## config.mk

```make
export PLATFORM = sky130hd
export DESIGN_NAME = sdcmd_top
export DESIGN_NICKNAME = d
export VERILOG_FILES = /design/src/rtl/sdcmd_pkg.sv /design/src/rtl/sdcmd_ctrl.sv /design/src/rtl/sdcmd_datapath.sv /design/src/rtl/sdcmd_top.sv
export SDC_FILE = /design/constraint.sdc
export NUM_CORES = 1
export LEC_CHECK = 0
export CORE_MARGIN = 1
export CORE_UTILIZATION = 53
export CTS_CLUSTER_SIZE = 25
export DETAILED_ROUTE_END_ITERATION = 16
export HOLD_SLACK_MARGIN = 0.08
export PLACE_DENSITY = 0.89
export SYNTH_ARGS = -nofsm -noshare
export SYNTH_HDL_FRONTEND = slang
export SYNTH_SLANG_ARGS = --single-unit
```

## constraint.sdc

```tcl
create_clock -name clk -period 4.1 [get_ports clk]
set_input_delay 0.82 -clock clk [delete_from_list [all_inputs] [get_ports clk]]
set_output_delay 0.82 -clock clk [all_outputs]
set_load 0.05 [all_outputs]
```

## src/rtl/sdcmd_pkg.sv

```systemverilog
package sdcmd_pkg;
  localparam int OFF_CMD    = 'h00;
  localparam int OFF_ARG    = 'h04;
  localparam int OFF_RSP0   = 'h10;
  localparam int OFF_STATUS = 'h20;
  localparam int OFF_CFG    = 'h38;

  localparam int CMD_W       = 16;
  localparam int BIT_START   = 15;
  localparam int BIT_FAIL    = 14;
  localparam int BIT_BUSYWT  = 11;
  localparam int BIT_NORSP   = 10;
  localparam int BIT_LONG    = 9;
  localparam int INDEX_W     = 6;

  localparam int STATUS_W    = 11;
  localparam int ST_TIMEOUT  = 6;
  localparam int ST_BUSY     = 10;
  localparam int CFG_BUSY_EN = 10;
  localparam logic [STATUS_W-1:0] IRQ_MASK = 11'h700;

  typedef struct packed {
    logic complete;
    logic fail;
    logic loadShort;
    logic loadLong;
    logic setBusy;
  } sdcmd_strobe_t;
endpackage

```

## src/rtl/sdcmd_ctrl.sv

```systemverilog
module sdcmd_ctrl
  import sdcmd_pkg::*;
#(
  parameter int BYTES_W = 5
) (
  input  logic               clk,
  input  logic               rstN,
  input  logic               cmdLaunch,
  input  logic               cmdNoRsp,
  input  logic               cmdLong,
  input  logic               cmdBusyWait,
  input  logic               busyIrqEn,
  input  logic               cardReqReady,
  input  logic               cardRspValid,
  input  logic [BYTES_W-1:0] cardRspBytes,
  input  logic               cardRspErr,
  output logic               cardReqValid,
  output logic               busy,
  output sdcmd_strobe_t      strobe
);
  localparam logic [BYTES_W-1:0] LEN_SHORT = BYTES_W'(4);
  localparam logic [BYTES_W-1:0] LEN_LONG  = BYTES_W'(16);

  typedef enum logic [1:0] {ST_IDLE, ST_ISSUE, ST_AWAIT} ctrl_state_t;
  ctrl_state_t state;

  logic rspDone, lenBad, cmdErr;

  always_ff @(posedge clk) begin
    if (!rstN) begin
      state <= ST_IDLE;
    end else begin
      unique case (state)
        ST_IDLE:  if (cmdLaunch) state <= ST_ISSUE;
        ST_ISSUE: if (cardReqReady) state <= ST_AWAIT;
        ST_AWAIT: if (cardRspValid) state <= ST_IDLE;
        default:  state <= ST_IDLE;
      endcase
    end
  end

  always_comb begin
    cardReqValid = (state == ST_ISSUE);
    busy         = (state != ST_IDLE);
    rspDone      = (state == ST_AWAIT) && cardRspValid;
    lenBad       = (cardRspBytes == '0)
                 || (cardRspBytes == LEN_SHORT && cmdLong)
                 || (cardRspBytes != LEN_SHORT && cardRspBytes != LEN_LONG);
    cmdErr       = cardRspErr || (!cmdNoRsp && lenBad);
    strobe.complete  = rspDone;
    strobe.fail      = rspDone && cmdErr;
    strobe.loadShort = rspDone && !cmdErr && !cmdNoRsp && cardRspBytes == LEN_SHORT;
    strobe.loadLong  = rspDone && !cmdErr && !cmdNoRsp && cardRspBytes == LEN_LONG;
    strobe.setBusy   = rspDone && !cmdErr && cmdBusyWait && busyIrqEn;
  end
endmodule

```

## src/rtl/sdcmd_datapath.sv

```systemverilog
module sdcmd_datapath
  import sdcmd_pkg::*;
#(
  parameter int ADDR_W    = 8,
  parameter int WORD_W    = 32,
  parameter int RSP_WORDS = 4,
  localparam int RSP_W    = WORD_W * RSP_WORDS
) (
  input  logic              clk,
  input  logic              rstN,
  input  logic              regWrEn,
  input  logic [ADDR_W-1:0] regAddr,
  input  logic [WORD_W-1:0] regWrData,
  output logic [WORD_W-1:0] regRdData,
  input  logic              busy,
  input  sdcmd_strobe_t     strobe,
  input  logic [RSP_W-1:0]  cardRspData,
  output logic              cmdLaunch,
  output logic [CMD_W-1:0]  cmdWord,
  output logic [WORD_W-1:0] argWord,
  output logic [WORD_W-1:0] cfgWord,
  output logic [STATUS_W-1:0] statusWord,
  output logic              irq
);
  logic [RSP_WORDS-1:0][WORD_W-1:0] rspReg;
  logic [RSP_WORDS-1:0][WORD_W-1:0] rspLong;
  logic [RSP_WORDS-1:0][WORD_W-1:0] rspShort;
  logic cmdWrHit, argWrHit, cfgWrHit, stWrHit;
  logic [STATUS_W-1:0] stClear, stSet;

  assign cmdWrHit  = regWrEn && regAddr == ADDR_W'(OFF_CMD) && !busy;
  assign argWrHit  = regWrEn && regAddr == ADDR_W'(OFF_ARG) && !busy;
  assign cfgWrHit  = regWrEn && regAddr == ADDR_W'(OFF_CFG);
  assign stWrHit   = regWrEn && regAddr == ADDR_W'(OFF_STATUS);
  assign cmdLaunch = cmdWrHit && regWrData[BIT_START];

  // word i of the long form is the i-th lowest slice of the response bus
  for (genvar i = 0; i < RSP_WORDS; i++) begin : g_rsp
    assign rspLong[i] = cardRspData[WORD_W*i +: WORD_W];
    if (i == 0) begin : g_first
      assign rspShort[i] = cardRspData[RSP_W-1 -: WORD_W];
    end else begin : g_rest
      assign rspShort[i] = '0;
    end
  end

  always_ff @(posedge clk) begin
    if (!rstN) begin
      rspReg <= '0;
    end else if (strobe.loadLong) begin
      rspReg <= rspLong;
    end else if (strobe.loadShort) begin
      rspReg <= rspShort;
    end
  end

  always_ff @(posedge clk) begin
    if (!rstN) begin
      cmdWord <= '0;
    end else if (cmdWrHit) begin
      cmdWord <= regWrData[CMD_W-1:0];
    end else if (strobe.complete) begin
      cmdWord[BIT_START] <= 1'b0;
      if (strobe.fail) cmdWord[BIT_FAIL] <= 1'b1;
    end
  end

  always_ff @(posedge clk) begin
    if (!rstN) begin
      argWord <= '0;
      cfgWord <= '0;
    end else begin
      if (argWrHit) argWord <= regWrData;
      if (cfgWrHit) cfgWord <= regWrData;
    end
  end

  always_comb begin
    stClear = stWrHit ? regWrData[STATUS_W-1:0] : '0;
    stSet   = '0;
    stSet[ST_TIMEOUT] = strobe.fail;
    stSet[ST_BUSY]    = strobe.setBusy;
  end

  always_ff @(posedge clk) begin
    if (!rstN) statusWord <= '0;
    else       statusWord <= (statusWord & ~stClear) | stSet;
  end

  assign irq = |(statusWord & IRQ_MASK);

  always_comb begin
    regRdData = '0;
    if (regAddr == ADDR_W'(OFF_CMD))    regRdData = WORD_W'(cmdWord);
    if (regAddr == ADDR_W'(OFF_ARG))    regRdData = argWord;
    if (regAddr == ADDR_W'(OFF_STATUS)) regRdData = WORD_W'(statusWord);
    if (regAddr == ADDR_W'(OFF_CFG))    regRdData = cfgWord;
    for (int i = 0; i < RSP_WORDS; i++) begin
      if (regAddr == ADDR_W'(OFF_RSP0 + 4 * i)) regRdData = rspReg[i];
    end
  end
endmodule

```

## src/rtl/sdcmd_top.sv

```systemverilog
module sdcmd_top
  import sdcmd_pkg::*;
#(
  parameter int ADDR_W    = 8,
  parameter int WORD_W    = 32,
  parameter int RSP_WORDS = 4,
  parameter int BYTES_W   = 5,
  localparam int RSP_W    = WORD_W * RSP_WORDS
) (
  input  logic               clk,
  input  logic               rstN,
  input  logic               regWrEn,
  input  logic [ADDR_W-1:0]  regAddr,
  input  logic [WORD_W-1:0]  regWrData,
  output logic [WORD_W-1:0]  regRdData,
  output logic               cardReqValid,
  input  logic               cardReqReady,
  output logic [INDEX_W-1:0] cardReqIndex,
  output logic [WORD_W-1:0]  cardReqArg,
  input  logic               cardRspValid,
  input  logic [BYTES_W-1:0] cardRspBytes,
  input  logic               cardRspErr,
  input  logic [RSP_W-1:0]   cardRspData,
  output logic               irq
);
  sdcmd_strobe_t       strobe;
  logic                busy;
  logic                cmdLaunch;
  logic [CMD_W-1:0]    cmdWord;
  logic [WORD_W-1:0]   cfgWord;
  logic [STATUS_W-1:0] statusWord;

  sdcmd_ctrl #(.BYTES_W(BYTES_W)) ctrl_i (
    .clk          (clk),
    .rstN         (rstN),
    .cmdLaunch    (cmdLaunch),
    .cmdNoRsp     (cmdWord[BIT_NORSP]),
    .cmdLong      (cmdWord[BIT_LONG]),
    .cmdBusyWait  (cmdWord[BIT_BUSYWT]),
    .busyIrqEn    (cfgWord[CFG_BUSY_EN]),
    .cardReqReady (cardReqReady),
    .cardRspValid (cardRspValid),
    .cardRspBytes (cardRspBytes),
    .cardRspErr   (cardRspErr),
    .cardReqValid (cardReqValid),
    .busy         (busy),
    .strobe       (strobe)
  );

  sdcmd_datapath #(.ADDR_W(ADDR_W), .WORD_W(WORD_W), .RSP_WORDS(RSP_WORDS)) dp_i (
    .clk         (clk),
    .rstN        (rstN),
    .regWrEn     (regWrEn),
    .regAddr     (regAddr),
    .regWrData   (regWrData),
    .regRdData   (regRdData),
    .busy        (busy),
    .strobe      (strobe),
    .cardRspData (cardRspData),
    .cmdLaunch   (cmdLaunch),
    .cmdWord     (cmdWord),
    .argWord     (cardReqArg),
    .cfgWord     (cfgWord),
    .statusWord  (statusWord),
    .irq         (irq)
  );

  assign cardReqIndex = cmdWord[INDEX_W-1:0];
endmodule

```

==> results.cfg, run 1 <==
[sta]
max-slew-margin-rel_pct = 40.73
tightestPinTransition_ns = 0.8890
final_hold_viol_count = 0
slew_viol_final = 0
grt_setup_unrepaired = no
fin_skew_ns = 0.01317
fin_ws_ns = 0.04280
finalSetupViolCount = 0
fmax_ghz = 0.2465
finalCritPeriodShare_pct = 98.96
period_minus_slack_ns = 4.057
fin_tns_setup_ns = 0

[floorplan]
fp.dieW_microns = 137.2
ios = 251
die-area_sq_mm = 0.01883
core_sq_mm = 0.01796
die_h_microns = 137.2
start_util_pct = 53.94
rows = 49

[cells_and_area]
area_delta_synth_final_pct = 40.10
num-nets-final = 1440
drive_gt1_share_pct = 12.69

[critical_path]
cp_cell_sequence = clkdlybuf4s50_1, buf_4, or4b_1, o32ai_1, a22oi_1, o22ai_2, buf_12
slowest_stage = or4b_1
cp-end-kind = output port
cp_max_fo = 8
cp.arrival_ns = 3.24
critPathMaxStageDelay_ns = 0.72
critPathLaunchType = input pin
cp-startpoint = regAddr[1]
critical_path_class = input pin to output port
cp.required_ns = 3.28
timing.rr.start = dp_i.cmdWord[9]$_SDFFE_PN0N_

[yosys]
syn-num-nets = 1232
async_flop_share_pct = 0
seq_area_frac_synth_pct = 45.66
yosysTopAreaCellShare_pct = 45.66
yosys-top-cells-area = dfxtp_1 (46%), a22o_1 (10%), nand2_1 (5.9%), a22oi_1 (5.2%), a21boi_0 (3.8%)
syn_inst = 1053
synth_cell_types = 49
synth_largest_area_cell = dfxtp_1
synth-seq-cells = 221
ys.flop_type = dfxtp_1
synthesis.area_sq_mm = 0.009689
syn_avg_cell_area_sq_um = 9.202
yosys_warnings = 0
synth_edf_count = 0

[clock_tree]
cts.repair.resized = 0
clk_pin_slew_ns = 0.06
cts_root_buf = clkbuf_16
worstSkewPairLatency_ns = 0.50
cts_sinks = 221
cts_hold_buf = 0
cts_setup_buffers = 0
cts.path.max_buffers = 3
cts.htree.levels = 1
cts_buffers = 23
cts_tree = yes

[worst_hold_path]
holdCritPathClass = flip-flop to flip-flop
hp-start = dp_i.statusWord[1]$_SDFF_PN0_

[global_routing]
grt_pass1_wl_mm = 49.25
grt_start_max_net_pins = 52
overflow = 0
grt_pass1_vias = 8850
antenna_found_initial = 2
grt.total_usage_pct = 34.36

[status]
status = completed

[drt]
avgRoutedWirePerCell_microns = 21.83
drt-total-wl_mm = 32.94
drc = 0
viasPerCell = 6.223
num_vias = 9391
drt_iter0_markers = 1190
drtAntennaViolNets = 0
drt_pre_antenna_iters = 5

[placement]
port_buffers = 250
place.gp.congestion = 0.9778
dp_hpwl_mm = 23.32
post-place-ws_ns = 0.04531

[power]
power.density_mw_per_mm2 = 339.3
ir_worst_vdd_uv = 350.5
p_leak_uw = 0.004953

[job]
maxCapViolCount = 0
-- path summary, 6_finish.rpt --
| path | endpoint | slack [ns] | depth (start not counted) |
|---|---|---|---|
| worst max-delay path | regRdData[12] | 0.04 | 7 |
| worst min-delay path | dp_i.statusWord[1]$_SDFF_PN0_ | 0.45 | 2 |
| worst max register to register | dp_i.rspReg[71]$_SDFFE_PN0P_ | 1.69 | 7 |
| worst min register to register | dp_i.statusWord[1]$_SDFF_PN0_ | 0.45 | 2 |
-- synth_stat cells, types with 16 or more instances --
| cell type | number |
|---|---|
| nor2b_1 | 20 |
| a21boi_0 | 49 |
| a21oi_1 | 30 |
| o32ai_1 | 16 |
| buf_2 | 21 |
| nor2_1 | 26 |
| clkbuf_1 | 77 |
| o21ai_0 | 33 |
| dfxtp_1 | 221 |
| mux2i_1 | 29 |
| mux2_2 | 28 |
| nand2_1 | 153 |
| o22ai_1 | 16 |
| nand3_1 | 34 |
| a21boi_1 | 18 |
| a22o_1 | 115 |
| a22oi_1 | 67 |
-- report_power, final --
group | total [uW] | switching (uW) | internal, uW
clock | 2090 | 832 | 1250
combinational | 371 | 162 | 209
sequential | 2150 | 0.884 | 2150
-- cells in the final DEF (no fill, tap or decap), types with 18 or more instances in the layout --
master / n
mux2_2: 28
buf_12: 34
a21boi_0: 49
clkbuf_16: 23
a21oi_1: 30
clkdlybuf4s50_1: 216
a21boi_1: 18
buf_4: 42
nor2b_1: 19
nor2_1: 26
mux2i_1: 29
nand2_1: 153
a22oi_1: 67
a22o_1: 115
o21ai_0: 33
nand3_1: 34
dfxtp_1: 221
-- layer usage --
metal	GRT usage (%)	routed length, microns
met1	49.13	13850
met2	50.76	14230
met3	8.315	3822
met4	10.62	1030
met5	0	0
-- cell families after synthesis --
| group | Yosys count | share of synthesized area [%] |
|---|---|---|
| AO/OA/AOI/OAI | 377 | 29.30 |
| XOR/XNOR | 1 | 0.09041 |
| buffers and inverters | 116 | 5.152 |
| flip-flops | 221 | 45.66 |
| multiplexers | 57 | 6.250 |
| AND/OR/NAND/NOR | 281 | 13.55 |
-- sequential cells by signal, indices dropped and copies added, names as in the netlist --
signal,cells
dp_i.rspReg,128
dp_i.argWord,32
dp_i.cfgWord,32
dp_i.cmdWord,16
dp_i.statusWord,11
ctrl_i.state,2
-- final cells by class --
class,instances,area (sq um)
Sequential cell,221,4424
Clock inverter,5,78.83
Fill cell,1221,4389
Timing Repair Buffer,293,3163
Tap cell,229,286.5
Clock buffer,36,674.4
Inverter,6,22.52
Multi-Input combinational cell,716,4917
Antenna cell,3,7.507
-- stage by stage --
step	power (uW)	area [sq um]	std cells	hold slack (ns)	utilization [%]
finish	4606	13570	1509	0.4538	75.57
detailed placement	2558	12780	1465	0.4323	71.16
floorplan	2306	9764	1053	0.4121	-
CTS	4616	13540	1506	0.4440	75.36
global route	4719	13570	1509	0.4571	75.57
global placement	2556	12780	1465	0.4266	71.16
-- critical path: cells and delay by family --
family	cells	cell delay, ns
simple gates	1	0.72
buf+inv	3	0.88
compound gates	3	0.82
No activity file was read; power rests on OpenSTA's default activity.
==> inputs of run 2 (changes only) <==
--- a/config.mk
+++ b/config.mk
@@ -5,12 +5,14 @@
 export SDC_FILE = /design/constraint.sdc
 export NUM_CORES = 1
 export LEC_CHECK = 0
+export CELL_PAD_IN_SITES_DETAIL_PLACEMENT = 1
+export CELL_PAD_IN_SITES_GLOBAL_PLACEMENT = 1
 export CORE_MARGIN = 1
-export CORE_UTILIZATION = 53
+export CORE_UTILIZATION = 39
 export CTS_CLUSTER_SIZE = 25
 export DETAILED_ROUTE_END_ITERATION = 16
 export HOLD_SLACK_MARGIN = 0.08
-export PLACE_DENSITY = 0.89
+export PLACE_DENSITY = 0.88
 export SYNTH_ARGS = -nofsm -noshare
 export SYNTH_HDL_FRONTEND = slang
 export SYNTH_SLANG_ARGS = --single-unit
==> results.cfg, run 2 (same netlist as run 1, synthesis figures left out) <==
[power]
pwr-share-seq_pct = 43.9
power_uw = 4895
power_frac_comb_pct = 7.8
p_sw_uw = 1106
swShare_pct = 22.60
clkPwrFrac_pct = 48.3
p_int_uw = 3789
ir_worst_vdd_uv = 261.6
power.density_mw_per_mm2 = 354.9
p_leak_uw = 0.004979

[critical_path]
critical_path_class = input pin to output port
critPathLaunchType = input pin
cp.required_ns = 3.28
cp_max_fo = 8
cp-end-kind = output port
cp.arrival_ns = 3.18

[global_routing]
grt_start_max_net_pins = 97
overflow = 0
grt_pass1_wl_mm = 57.87
antenna_found_initial = 7
grt.total_usage_pct = 29.00
grt_pass1_vias = 9941

[cells_and_area]
area_delta_synth_final_pct = 42.36
largest-register = dp_i.rspReg
num-nets-final = 1436
largestRegisters = dp_i.rspReg x128, dp_i.argWord x32, dp_i.cfgWord x32
multi_input_area_sq_mm = 0.004912
seq_area_sq_mm = 0.004424
final_util_pct = 56.72
final_cell_mix = dfxtp_1 (221), clkdlybuf4s50_1 (216), nand2_1 (153)
num-fill-cells = 2665
drive_gt1_share_pct = 12.86
largest_register_ffs = 128
fin_cells = 1605
final_common_cell = dfxtp_1

[sta]
fin_tns_setup_ns = 0
fin_skew_ns = 0.009396
finalCritPeriodShare_pct = 97.48
grt_setup_unrepaired = no
finalSetupViolCount = 0
fmax_ghz = 0.2502
slew_viol_final = 0
final_hold_viol_count = 0
max-slew-margin-rel_pct = 26.73
period_minus_slack_ns = 3.997
tightestPinTransition_ns = 1.099

[clock_tree]
cts_sinks = 221
cts_setup_buffers = 0
cts.path.max_buffers = 3
cts_tree = yes
cts.htree.levels = 1
clk_pin_slew_ns = 0.07
cts_root_buf = clkbuf_16
cts_buffers = 25
worstSkewPairLatency_ns = 0.53

[drt]
avgRoutedWirePerCell_microns = 23.44
drt_pre_antenna_iters = 5
drtAntennaViolNets = 0
drc = 0
viasPerCell = 5.870
num_vias = 9422
drt-total-wl_mm = 37.63
drt_iter0_markers = 662

[floorplan]
rows = 57
die-area_sq_mm = 0.02548
fp.dieW_microns = 159.6
ios = 251
core_sq_mm = 0.02432
die_h_microns = 159.6
start_util_pct = 39.84

[status]
status = completed

[placement]
placed_cells = 1554
place.gp.congestion = 0.8908
dp_hpwl_mm = 26.22
port_buffers = 250

[job]
maxCapViolCount = 0

[worst_hold_path]
holdCritPathClass = flip-flop to flip-flop
run 2: cell types whose count changed in the layout (fill, tap and decap cells not counted), moves of 3 or more:
cell / before / now
buf_4: 42 / 34
o22ai_2: 4 / 0
clkinvlp_4: 0 / 3
clkbuf_1: 8 / 2
o22ai_1: 12 / 16
diode_2: 3 / 6
run 2: final timing paths:
path / startpoint / end / slack (ns) / cells after the start
setup / recovery: regAddr[1] / regRdData[12] / 0.10 / 7
hold / removal: dp_i.statusWord[0]$_SDFF_PN0_ / dp_i.statusWord[0]$_SDFF_PN0_ / 0.45 / 2
setup reg to reg: dp_i.cmdWord[9]$_SDFFE_PN0N_ / dp_i.rspReg[46]$_SDFFE_PN0P_ / 1.71 / 6
hold reg to reg: dp_i.statusWord[0]$_SDFF_PN0_ / dp_i.statusWord[0]$_SDFF_PN0_ / 0.45 / 2
run 2: layout make-up:
type | count | share of cell area, %
timing repair buffer | 287 | 22.79
multi-input combinational | 716 | 35.61
tap | 324 | 2.939
antenna | 6 | 0.1089
clock buffer | 34 | 5.288
sequential | 221 | 32.08
clock inverter | 11 | 1.025
inverter | 6 | 0.1633
run 2: layer usage:
metal | vias up | routed length [microns] | track usage [%]
met3 | 76 | 2594 | 4.545
met1 | 4682 | 16160 | 38.51
met2 | 389 | 17560 | 47.06
li1 | 4273 | - | -
met4 | 2 | 1303 | 11.58
met5 | - | 11 | 0
run 2: per-stage QoR:
| stage | hold WS (ns) | worst slack, ns | cell area, sq um |
|---|---|---|---|
| final | 0.4474 | 0.1033 | 13790 |
| after global routing | 0.4620 | 0.007009 | 13790 |
| after CTS | 0.4455 | 0.07605 | 13770 |
| after detailed placement | 0.4398 | 0.08445 | 12900 |
| after global placement | 0.4203 | 0.1142 | 12900 |
| after floorplan | 0.4121 | 0.01541 | 9764 |
run 2: critical path, cell delays in order:
cell	delay [ns]
clkdlybuf4s50_1	0.44
buf_4	0.19
or4b_1	0.73
o32ai_1	0.34
a22oi_1	0.15
o22ai_1	0.31
buf_12	0.19
run 2: timing repair:
action,in CTS,in global routing
hold endpoints to repair,0,0
resized for setup,0,2
hold buffers,0,0
setup endpoints to repair,0,8
run 2: power groups by stage:
stage | combinational [uW] | sequential, uW | clock (uW)
after floorplan | 109 | 2200 | 0
after global placement | 369 | 2200 | 0
after detailed placement | 374 | 2200 | 0
after CTS | 377 | 2150 | 2380
after global routing | 396 | 2150 | 2480
final | 381 | 2150 | 2370
==> inputs of run 3 (changes only) <==
--- a/config.mk
+++ b/config.mk
@@ -12,7 +12,7 @@
 export CTS_CLUSTER_SIZE = 25
 export DETAILED_ROUTE_END_ITERATION = 16
 export HOLD_SLACK_MARGIN = 0.08
-export PLACE_DENSITY = 0.88
+export PLACE_DENSITY = 0.89
 export SYNTH_ARGS = -nofsm -noshare
 export SYNTH_HDL_FRONTEND = slang
 export SYNTH_SLANG_ARGS = --single-unit
==> results.cfg, run 3 (same netlist as run 1, synthesis figures left out) <==
[status]
status = completed

[sta]
final_hold_viol_count = 0
fmax_ghz = 0.2503
holdWs_ns = 0.4668
period_minus_slack_ns = 3.995
tightestPinTransition_ns = 1.131
fin_tns_setup_ns = 0
max-slew-margin-rel_pct = 24.62
finalCritPeriodShare_pct = 97.44
fin_skew_ns = 0.01025
finalSetupViolCount = 0
slew_viol_final = 0
grt_setup_unrepaired = no

[cells_and_area]
final_cell_mix = dfxtp_1 (221), clkdlybuf4s50_1 (216), nand2_1 (153)
largestRegisters = dp_i.rspReg x128, dp_i.argWord x32, dp_i.cfgWord x32
area_delta_synth_final_pct = 42.19
largest-register = dp_i.rspReg
num-nets-final = 1437
largest_register_ffs = 128
final_common_cell = dfxtp_1
num-fill-cells = 2663
drive_gt1_share_pct = 12.35

[floorplan]
fp.dieW_microns = 159.6
die-area_sq_mm = 0.02548
die_h_microns = 159.6
ios = 251
start_util_pct = 39.84
core_sq_mm = 0.02432
rows = 57

[global_routing]
grt_start_max_net_pins = 97
overflow = 0
grt_pass1_vias = 9930
grt_use_met1_pct = 37.26
grt_pass1_wl_mm = 58.20
grt-busiest-layer = met2
grt_use_met2_pct = 47.90
antenna_found_initial = 13
grt.total_usage_pct = 29.22
met3_usage_pct = 5.948

[power]
p_leak_uw = 0.004966
power.density_mw_per_mm2 = 349.9
ir_worst_vdd_uv = 255.2

[worst_hold_path]
hp-start = dp_i.cfgWord[15]$_SDFFE_PN0P_
holdCritPathClass = flip-flop to flip-flop
whs_endpoint = dp_i.cfgWord[15]$_SDFFE_PN0P_
holdPathStages = 2

[clock_tree]
clk_pin_slew_ns = 0.06
cts_sinks = 221
cts.htree.levels = 1
cts.path.max_buffers = 3
cts_buffers = 26
cts_setup_buffers = 0
cts_tree = yes
cts_root_buf = clkbuf_16
worstSkewPairLatency_ns = 0.52

[placement]
place.gp.congestion = 0.8900
dp_hpwl_mm = 26.06
port_buffers = 250

[drt]
drc = 0
drt_iter0_markers = 768
num_vias = 9468
drt-total-wl_mm = 38.26
drt_pre_antenna_iters = 5
avgRoutedWirePerCell_microns = 23.82
viasPerCell = 5.895
drtAntennaViolNets = 0

[critical_path]
timing.rr.start = dp_i.cmdWord[9]$_SDFFE_PN0N_
critPathLaunchType = input pin
critical_path_class = input pin to output port
rr_endpoint = dp_i.rspReg[98]$_SDFFE_PN0P_
cp-end-kind = output port
worst-r2r-setup-slack_ns = 1.87
worst_r2r_path_depth = 6
cp.arrival_ns = 3.18
cp.required_ns = 3.28
cp_max_fo = 8

[job]
maxCapViolCount = 0
## run 3: cell types whose count changed in the layout (fill, tap and decap cells not counted), moves of 2 or more
| cell | change |
|---|---|
| diode_2 | +5 |
| clkbuf_1 | +4 |
| clkbuf_8 | -3 |
| clkinv_2 | -3 |
| clkinvlp_4 | -3 |
| clkbuf_16 | +2 |
## run 3: worst max-delay path by stage
stage / start / to / slack (ns) / cells past startpoint
6_report: regAddr[1] / regRdData[12] / 0.10 / 6
5_1_grt: regAddr[1] / regRdData[12] / 0.04 / 6
4_1_cts: regAddr[0] / regRdData[0] / 0.11 / 7
3_5_place_dp: regAddr[7] / regRdData[0] / 0.08 / 7
3_3_place_gp: regAddr[7] / regRdData[0] / 0.12 / 7
2_1_floorplan: regAddr[4] / regRdData[0] / 0.02 / 8
## run 3: power breakdown
part / internal [uW] / leakage, uW / switching (uW) / total, uW
registers: 2150 / 0.00178 / 0.820 / 2150
clock network: 1390 / 0.000405 / 905 / 2290
logic: 207 / 0.00278 / 172 / 380
## run 3: worst max-delay path, stage by stage
cell,delay (ns)
clkdlybuf4s50_1,0.47
or4b_1,0.73
o32ai_1,0.39
a22oi_1,0.21
o22ai_1,0.37
buf_12,0.19
## run 3: layout make-up
class                      instances  area [sq um]  area share (%)
clock buffer                      37         753.2           5.467
antenna                           11         27.53          0.1998
clock inverter                     4         73.82          0.5358
tap                              324         405.4           2.943
inverter                           6         22.52          0.1635
timing repair buffer             287          3156           22.90
sequential                       221          4424           32.11
multi-input combinational        716          4915           35.67
## run 3: timing repair
action | CTS | global route
gates cloned | 0 | 0
pin swaps | 0 | 0
hold buffers | 0 | 0
gates resized for setup | 1 | 1
setup endpoints to repair | 1 | 1
## run 3: routing by layer
| layer | up-vias | share of wire, % |
|---|---|---|
| met5 | - | 0.10 |
| met4 | 6 | 3.2 |
| met3 | 79 | 6.9 |
| met2 | 386 | 48 |
| met1 | 4717 | 42 |
| li1 | 4280 | - |
## run 3: stage by stage
step	util (%)	total power, uW	cells	setup slack [ns]	cell area (sq um)
2_1_floorplan	-	2306	1053	0.01541	9764
3_3_place_gp	53.09	2565	1554	0.1215	12910
3_5_place_dp	53.09	2570	1554	0.07874	12910
4_1_cts	56.52	4839	1595	0.1050	13740
5_1_grt	56.63	4949	1604	0.03639	13770
6_report	56.65	4821	1606	0.1049	13780
